--- src/rtl/pwm_bank_pkg.sv ---
package pwm_bank_pkg;
  typedef enum logic [1:0] {
    SEL_PERIOD = 2'd0,
    SEL_DUTY   = 2'd1,
    SEL_PRESC  = 2'd2,
    SEL_CTRL   = 2'd3
  } cfg_sel_e;
endpackage

--- src/rtl/pwm_cfg_decode.sv ---
module pwm_cfg_decode #(
  parameter int NUM_CH = 24,
  parameter int CH_W   = 5
) (
  input  logic              clk_i,
  input  logic              rst_ni,
  input  logic              valid_i,
  input  logic [CH_W-1:0]   chan_i,
  output logic [NUM_CH-1:0] wr_o
);
  for (genvar c = 0; c < NUM_CH; c++) begin : g_sel
    assign wr_o[c] = valid_i && (chan_i == CH_W'(c));
  end

  // at most one channel is targeted by any write
  assert_single_target_R9: assert property (@(posedge clk_i) disable iff (!rst_ni)
    $onehot0(wr_o));

  // an index beyond the bank reaches no channel
  assert_bad_index_dropped_R9: assert property (@(posedge clk_i) disable iff (!rst_ni)
    (valid_i && int'(chan_i) >= NUM_CH) |-> (wr_o == '0));
endmodule

--- src/rtl/pwm_prescaler.sv ---
module pwm_prescaler #(
  parameter int PRE_W = 8
) (
  input  logic             clk_i,
  input  logic             rst_ni,
  input  logic             run_i,
  input  logic [PRE_W-1:0] limit_i,
  output logic             tick_o
);
  logic [PRE_W-1:0] div_q;

  assign tick_o = run_i && (div_q >= limit_i);

  always_ff @(posedge clk_i or negedge rst_ni) begin
    if (!rst_ni)          div_q <= '0;
    else if (!run_i)      div_q <= '0;
    else if (tick_o)      div_q <= '0;
    else                  div_q <= div_q + PRE_W'(1);
  end

  // after a step the next step follows at once only with a divide-by-one setting
  assert_step_spacing_R4: assert property (@(posedge clk_i) disable iff (!rst_ni)
    (run_i && tick_o) |=> (!tick_o || limit_i == '0));
endmodule

--- src/rtl/pwm_channel.sv ---
module pwm_channel
  import pwm_bank_pkg::*;
#(
  parameter int CNT_W = 16,
  parameter int PRE_W = 8,
  localparam int DATA_W = CNT_W + 1
) (
  input  logic              clk_i,
  input  logic              rst_ni,
  input  logic              wr_i,
  input  cfg_sel_e          sel_i,
  input  logic [DATA_W-1:0] data_i,
  output logic              sink_o
);
  logic              en_q, en_n;
  logic [CNT_W-1:0]  hold_per_q, hold_per_n, work_per_q, work_per_n;
  logic [DATA_W-1:0] hold_duty_q, hold_duty_n, work_duty_q, work_duty_n;
  logic [PRE_W-1:0]  hold_pre_q, hold_pre_n, work_pre_q, work_pre_n;
  logic [CNT_W-1:0]  lvl_q, lvl_n;
  logic              sink_q, sink_n;
  logic              step, wrap;

  pwm_prescaler #(.PRE_W(PRE_W)) u_div (
    .clk_i  (clk_i),
    .rst_ni (rst_ni),
    .run_i  (en_q),
    .limit_i(work_pre_q),
    .tick_o (step)
  );

  assign wrap = step && (lvl_q == work_per_q);

  always_comb begin
    en_n        = en_q;
    hold_per_n  = hold_per_q;
    hold_duty_n = hold_duty_q;
    hold_pre_n  = hold_pre_q;
    if (wr_i) begin
      unique case (sel_i)
        SEL_PERIOD: hold_per_n  = (data_i[CNT_W-1:0] == '0) ? CNT_W'(1) : data_i[CNT_W-1:0];
        SEL_DUTY:   hold_duty_n = data_i;
        SEL_PRESC:  hold_pre_n  = data_i[PRE_W-1:0];
        SEL_CTRL:   en_n        = data_i[0];
        default:    en_n        = en_q;
      endcase
    end

    work_per_n  = work_per_q;
    work_duty_n = work_duty_q;
    work_pre_n  = work_pre_q;
    lvl_n       = lvl_q;
    if (!en_q || wrap) begin
      work_per_n  = hold_per_q;
      work_duty_n = hold_duty_q;
      work_pre_n  = hold_pre_q;
      lvl_n       = '0;
    end else if (step) begin
      lvl_n = lvl_q + CNT_W'(1);
    end
    if (!en_n) lvl_n = '0;

    sink_n = en_n && ({1'b0, lvl_n} < work_duty_n);
  end

  always_ff @(posedge clk_i or negedge rst_ni) begin
    if (!rst_ni) begin
      en_q        <= 1'b0;
      hold_per_q  <= CNT_W'(1);
      hold_duty_q <= '0;
      hold_pre_q  <= '0;
      work_per_q  <= CNT_W'(1);
      work_duty_q <= '0;
      work_pre_q  <= '0;
      lvl_q       <= '0;
      sink_q      <= 1'b0;
    end else begin
      en_q        <= en_n;
      hold_per_q  <= hold_per_n;
      hold_duty_q <= hold_duty_n;
      hold_pre_q  <= hold_pre_n;
      work_per_q  <= work_per_n;
      work_duty_q <= work_duty_n;
      work_pre_q  <= work_pre_n;
      lvl_q       <= lvl_n;
      sink_q      <= sink_n;
    end
  end

  assign sink_o = sink_q;

  // a disabled channel never pulls its pad low
  assert_off_released_R7: assert property (@(posedge clk_i) disable iff (!rst_ni)
    !en_q |-> !sink_q);

  // a disabled channel holds its level counter at zero
  assert_off_level_zero_R7: assert property (@(posedge clk_i) disable iff (!rst_ni)
    !en_q |-> (lvl_q == '0));

  // the level counter never passes the working period limit
  assert_level_in_range_R2: assert property (@(posedge clk_i) disable iff (!rst_ni)
    lvl_q <= work_per_q);

  // working settings change only at a wrap while running
  assert_settings_held_R6: assert property (@(posedge clk_i) disable iff (!rst_ni)
    (en_q && !wrap) |=> ($stable(work_duty_q) && $stable(work_per_q) && $stable(work_pre_q)));
endmodule

--- src/rtl/pwm_bank.sv ---
module pwm_bank
  import pwm_bank_pkg::*;
#(
  parameter int NUM_CH = 24,
  parameter int CNT_W  = 16,
  parameter int PRE_W  = 8,
  localparam int CH_W   = (NUM_CH > 1) ? $clog2(NUM_CH) : 1,
  localparam int DATA_W = CNT_W + 1
) (
  input  logic              clk_i,
  input  logic              rst_ni,
  input  logic              cfg_valid_i,
  output logic              cfg_ready_o,
  input  logic [CH_W-1:0]   cfg_chan_i,
  input  logic [1:0]        cfg_sel_i,
  input  logic [DATA_W-1:0] cfg_data_i,
  output logic [NUM_CH-1:0] sink_o
);
  logic [NUM_CH-1:0] wr;
  cfg_sel_e          sel;

  assign cfg_ready_o = 1'b1;
  assign sel         = cfg_sel_e'(cfg_sel_i);

  pwm_cfg_decode #(.NUM_CH(NUM_CH), .CH_W(CH_W)) u_dec (
    .clk_i  (clk_i),
    .rst_ni (rst_ni),
    .valid_i(cfg_valid_i),
    .chan_i (cfg_chan_i),
    .wr_o   (wr)
  );

  for (genvar c = 0; c < NUM_CH; c++) begin : g_ch
    pwm_channel #(.CNT_W(CNT_W), .PRE_W(PRE_W)) u_ch (
      .clk_i (clk_i),
      .rst_ni(rst_ni),
      .wr_i  (wr[c]),
      .sel_i (sel),
      .data_i(cfg_data_i),
      .sink_o(sink_o[c])
    );
  end
endmodule

--- config.mk ---
export PLATFORM = sky130hd
export DESIGN_NAME = pwm_bank
export DESIGN_NICKNAME = d
export VERILOG_FILES = /design/src/rtl/pwm_bank_pkg.sv /design/src/rtl/pwm_cfg_decode.sv /design/src/rtl/pwm_prescaler.sv /design/src/rtl/pwm_channel.sv /design/src/rtl/pwm_bank.sv
export SDC_FILE = /design/constraint.sdc
export NUM_CORES = 2
export LEC_CHECK = 0
export ABC_AREA = 1
export BUFFER_PORTS_ARGS = -buffer_cell sky130_fd_sc_hd__buf_2
export CORE_MARGIN = 2
export CORE_UTILIZATION = 64
export DETAILED_ROUTE_END_ITERATION = 10
export PLACE_DENSITY = 0.8
export SLEW_MARGIN = 20
export SYNTH_ARGS = -nofsm -noshare
export SYNTH_HDL_FRONTEND = slang
export SYNTH_SLANG_ARGS = --single-unit
--- constraint.sdc ---
create_clock -name clk_i -period 4.2 [get_ports clk_i]
set_input_delay 1.05 -clock clk_i [delete_from_list [all_inputs] [get_ports clk_i]]
set_output_delay 1.05 -clock clk_i [all_outputs]
set_load 0.05 [all_outputs]
==> run summary <==
The tools report the total power as 75.1 mW. For the row count, the log shows 161. The tools report the setup violation total in the final timing report as 0. The worst setup path is of the flop to flop kind. Global routing finished with a remaining overflow of 0. Dominant synthesized flop cell: sky130_fd_sc_hd__dfrtp_1. Setup repair after global routing left no endpoint under its margin. The register area share after synthesis was 0.525. The layout overhead on the synthesized area is 9.55%. The min-delay analysis places its worst path in the category input pin to asynchronous set/reset pin. The fraction of layout instances using a drive strength above 1 came out at 0.0803. The shortest clock period the worst path allows after layout is 3740 ps. For the worst setup path, the data required time is 5060 ps. For this design, the sink count on the clock tree is 2592. The maximum single-stage delay on the critical path came out at 410 ps. The tools report the post-CTS repair timing setup buffer count as 0. The tools report the number of hold-slack violations in the final timing report as 0. STA classifies the critical path endpoint as a flop. The fraction of power consumed by the clock network is 0.330, and the minimum hold slack is 76.2 ps. The layout has 14.3k filler cells. For this block, the routed nets add up to 289000 um of wire. In this run, distinct cell masters in the synthesized netlist total 60. The clock transition at the registers of the reported paths was 60 ps; the mux share of post-synthesis cell area was 0.00938. The tools report the master cell of the clock root buffer as sky130_fd_sc_hd__clkbuf_16. The fraction of the mapped netlist area in compound gates was 0.108.

By area the synthesized netlist is led by sky130_fd_sc_hd__dfrtp_1 (51%), sky130_fd_sc_hd__nand2_1 (12%), sky130_fd_sc_hd__o21ai_0 (7.0%), sky130_fd_sc_hd__ha_1 (6.1%), sky130_fd_sc_hd__inv_1 (5.3%). Once detailed placement completed, the half-perimeter wirelength came to 183000 um. The area share of the leading cell type in the synthesized netlist is 0.515. The number of antenna violations at the first check in global routing is 15. The floorplan step defined a die boundary enclosing 197000 um2. The global routing usage summed across all routing layers is 0.300. Of all cell types, the one taking the most synthesized area is sky130_fd_sc_hd__dfrtp_1. The worst setup path is launched from a flop.

For the final weighted congestion in routability-driven placement, the log shows 0.931. The combinational group share of total power was 0.263; the routed wire length per instance was 17.0 um. The share of the synthesized netlist area taken by xor and xnor gates works out to 0.0263. The portion of the clock cycle consumed by the worst path in the final layout is 0.890, and the overall die height is 444 um.

The logs give 0.704 for the core occupancy in the finished layout and 126000 um2 for the placed instance area. Power spread over the standard cell area amounts to 554 nW/um2. Max-cap violations in this run came to 0. At the pin with the least slew margin, the transition time is 1070 ps. After detailed routing, the number of vias per cell comes to 5.51. During placement, the flow inserted port buffers numbering 50.

The maximum clock path buffer count was 4; the count of flip-flops with a built-in enable after synthesis was 0. The number of clock buffers added by TritonCTS is 281. By area, the combinational part of the netlist is dominated by simple AND/OR/NAND/NOR gates. Largest fanout on the critical path: 22. Hold buffer count at CTS: 0.

The critical path goes through ha_1 -> a21oi_1 -> nand2_1 -> nand2_1 -> nand2_1 -> nand3_1 -> nand2_2 -> nor2_1 -> inv_1 -> nor3b_1 -> ha_1 -> a21oi_1 -> nor2_1 -> a211oi_1 -> o221a_2 -> a21oi_1 -> nor2_1. Cell internal power was estimated by the tool at 49.9 mW. The area taken by flip-flops and latches is 64900 um2, and the count of warnings emitted by yosys is 0. For the antenna violation net count after detailed routing, the log shows 0. The logs give 52 for the boundary pin count and 49400 um2 for the multi-input gate area in the final layout.

Adder and majority cell fraction of the synthesized area: 0.0607. The number of flip-flops and latches in the synthesized netlist works out to 2592. In this run, the number of DRC markers left after iteration 0 of detailed routing was 7751. The simple logic cell fraction of the synthesized area was 0.195.

The cell area after synthesis came out at 124000 um2. Quantity of gates resized following cts: 0. The library cell contributing the largest single delay on the critical path is sky130_fd_sc_hd__dfrtp_1. In this run the critical register-to-register path is launched from g_ch[14].u_ch.u_div.div_q[3].

The mean instance size in the synthesized netlist came out at 8.64 um2. TritonCTS built the clock tree. For this run, design rule violations remaining after detail routing come to 0.

The logs give 192000 um2 for the core area and 48.7 ps for the post-route clock skew. Fraction of synthesis flops using an asynchronous set or reset pin: 1.00. The critical path starts at g_ch[14].u_ch.u_div.div_q[3]. The logs give 950 ps for the latest clock arrival within the worst-skew pair and 93.7k for the overall via count from detail_route. For this run, the top clock speed supported by timing is 267 MHz. Counting every instance in the synthesized netlist gives 14.3k. The switching part of the total was 0.336. In this run the power spent charging and discharging nets is 25.2 mW. The H-tree was split into 5 levels. Entering global routing, the biggest net connects 156 pins. IR analysis of the VDD net gives a maximum drop of 0.397 mV.

The width of the chip was 444 um; the effective utilization at floorplan was 0.643. The sequential share of power came out at 0.407. The tools report the normalized max-slew margin as 0.287.

In this run the static leakage power is 68.2 nW. The number of nets in the synthesized netlist is 14.9k. The number of nets in the final layout is 14.9k.

The flow ran to the end, and the final reports show no timing, DRC or antenna violations. The first global-routing pass estimated 479000 um of wire. Before antenna repair, the detailed router went through 6 iterations. The number of global-route vias before repair is 92.3k, and the endpoint arrival time on the critical path is 4600 ps. The finished cells cover 135000 um2. The logs give 0 for the count of pins over their slew limit and 0 ps for the final setup TNS.
[path summary, 6_finish.rpt]
check / slack, ps / cells after the start / to
max in group asynchronous: 2750 / 2 / g_ch[4].u_ch.work_duty_q[12]
worst max-delay path: 460 / 17 / g_ch[14].u_ch.sink_o
worst max register to register: 460 / 17 / g_ch[14].u_ch.sink_o
worst min register to register: 460 / 2 / g_ch[17].u_ch.work_pre_q[1]
worst min-delay path: 80 / 1 / g_ch[18].u_ch.work_per_q[10]
min in group clk_i: 460 / 2 / g_ch[17].u_ch.work_pre_q[1]
[metal layers]
metal  vias up  track usage  wire, um
met2      2385        0.487    136000
met4         4        0.114     11300
met5         -            0        30
li1      45600            -         -
met3       610       0.0415     16600
met1     45200        0.412    125000
[stage by stage]
stage / cells / worst slack [ps]
6_report: 17000 / 461
2_1_floorplan: 14300 / 901
4_1_cts: 17000 / 529
5_1_grt: 17000 / 88.5
3_3_place_gp: 16500 / 93.9
3_5_place_dp: 16500 / 19.1
[synth_stat cells, types with 64 or more instances]
cell type	number
sky130_fd_sc_hd__a21oi_1	482
sky130_fd_sc_hd__buf_2	118
sky130_fd_sc_hd__buf_4	75
sky130_fd_sc_hd__clkbuf_1	316
sky130_fd_sc_hd__dfrtp_1	2544
sky130_fd_sc_hd__ha_1	600
sky130_fd_sc_hd__inv_1	1753
sky130_fd_sc_hd__inv_2	84
sky130_fd_sc_hd__mux2_2	103
sky130_fd_sc_hd__nand2_1	3850
sky130_fd_sc_hd__nand3_1	361
sky130_fd_sc_hd__nand3b_1	74
sky130_fd_sc_hd__nand4_1	127
sky130_fd_sc_hd__nor2_1	817
sky130_fd_sc_hd__nor3_1	162
sky130_fd_sc_hd__o21ai_0	1719
sky130_fd_sc_hd__o21ai_1	79
sky130_fd_sc_hd__o21ai_2	64
sky130_fd_sc_hd__or2_0	77
sky130_fd_sc_hd__or2_2	69
sky130_fd_sc_hd__xor2_1	328
[logic make-up after synthesis]
logic type	count (synthesis)
AOI/OAI and AO/OA	2509
xor gates and xnor gates	371
adders and majority gates	600
buffers and inverters	2376
DFF	2592
muxes	103
other	1
and+or+nand+nor	5766
[critical path, delay by kind of cell, from the launching register on]
family / cells / cell delay [ps]
AND/OR/NAND/NOR: 9 / 1630
AO/OA/AOI/OAI: 5 / 760
buffers and inverters: 1 / 260
flip-flops: 1 / 410
adder cells (fa/ha/maj): 2 / 590
[state kept, by name (all words and copies together), names as in the netlist]
register / flops
g_ch.u_ch.hold_pre_q: 192
g_ch.u_ch.work_duty_q: 408
g_ch.u_ch.work_per_q: 384
g_ch.u_ch.sink_o: 24
g_ch.u_ch.work_pre_q: 192
g_ch.u_ch.en_q: 24
g_ch.u_ch.hold_per_q: 384
g_ch.u_ch.u_div.div_q: 192
g_ch.u_ch.hold_duty_q: 408
g_ch.u_ch.lvl_q: 384
[cell usage in the layout (no fill, tap or decap), types with 22 or more instances in the layout]
master and instances:
sky130_fd_sc_hd__a211oi_1 22, sky130_fd_sc_hd__a21oi_1 482, sky130_fd_sc_hd__buf_12 30, sky130_fd_sc_hd__buf_2 49, sky130_fd_sc_hd__buf_4 137, sky130_fd_sc_hd__bufinv_16 22, sky130_fd_sc_hd__clkbuf_1 54, sky130_fd_sc_hd__clkbuf_16 289
sky130_fd_sc_hd__clkbuf_8 52, sky130_fd_sc_hd__clkinv_2 41, sky130_fd_sc_hd__dfrtp_1 2544, sky130_fd_sc_hd__dfstp_2 48, sky130_fd_sc_hd__ha_1 600, sky130_fd_sc_hd__inv_1 1742, sky130_fd_sc_hd__inv_2 86, sky130_fd_sc_hd__mux2_2 103
sky130_fd_sc_hd__nand2_1 3839, sky130_fd_sc_hd__nand2_2 41, sky130_fd_sc_hd__nand3_1 361, sky130_fd_sc_hd__nand3b_1 74, sky130_fd_sc_hd__nand4_1 127, sky130_fd_sc_hd__nor2_1 814, sky130_fd_sc_hd__nor2_2 25, sky130_fd_sc_hd__nor3_1 162
sky130_fd_sc_hd__nor3b_1 44, sky130_fd_sc_hd__nor4_1 38, sky130_fd_sc_hd__o21a_1 56, sky130_fd_sc_hd__o21ai_0 1719, sky130_fd_sc_hd__o21ai_1 79, sky130_fd_sc_hd__o21ai_2 64, sky130_fd_sc_hd__or2_0 77, sky130_fd_sc_hd__or2_1 42
sky130_fd_sc_hd__or2_2 69, sky130_fd_sc_hd__xnor2_1 43, sky130_fd_sc_hd__xor2_1 328
[power groups by stage]
stage / sequential, mW / clock [mW] / combinational (mW)
after floorplan: 30.4 / 0 / 15.0
after global placement: 30.8 / 0 / 18.8
after detailed placement: 30.9 / 0 / 19.5
after CTS: 30.5 / 25.1 / 19.8
after global routing: 30.9 / 26.1 / 22.8
final: 30.6 / 24.8 / 19.7
[layout make-up]
| class | instances | area share |
|---|---|---|
| inverter | 1844 | 0.0515 |
| tap | 2526 | 0.0233 |
| timing repair buffer | 216 | 0.0138 |
| clock inverter | 83 | 0.00768 |
| sequential | 2592 | 0.479 |
| clock buffer | 395 | 0.0602 |
| multi-input combinational | 9350 | 0.364 |
| antenna | 2 | 0.0000369 |
(Power assumes the default switching activity.)
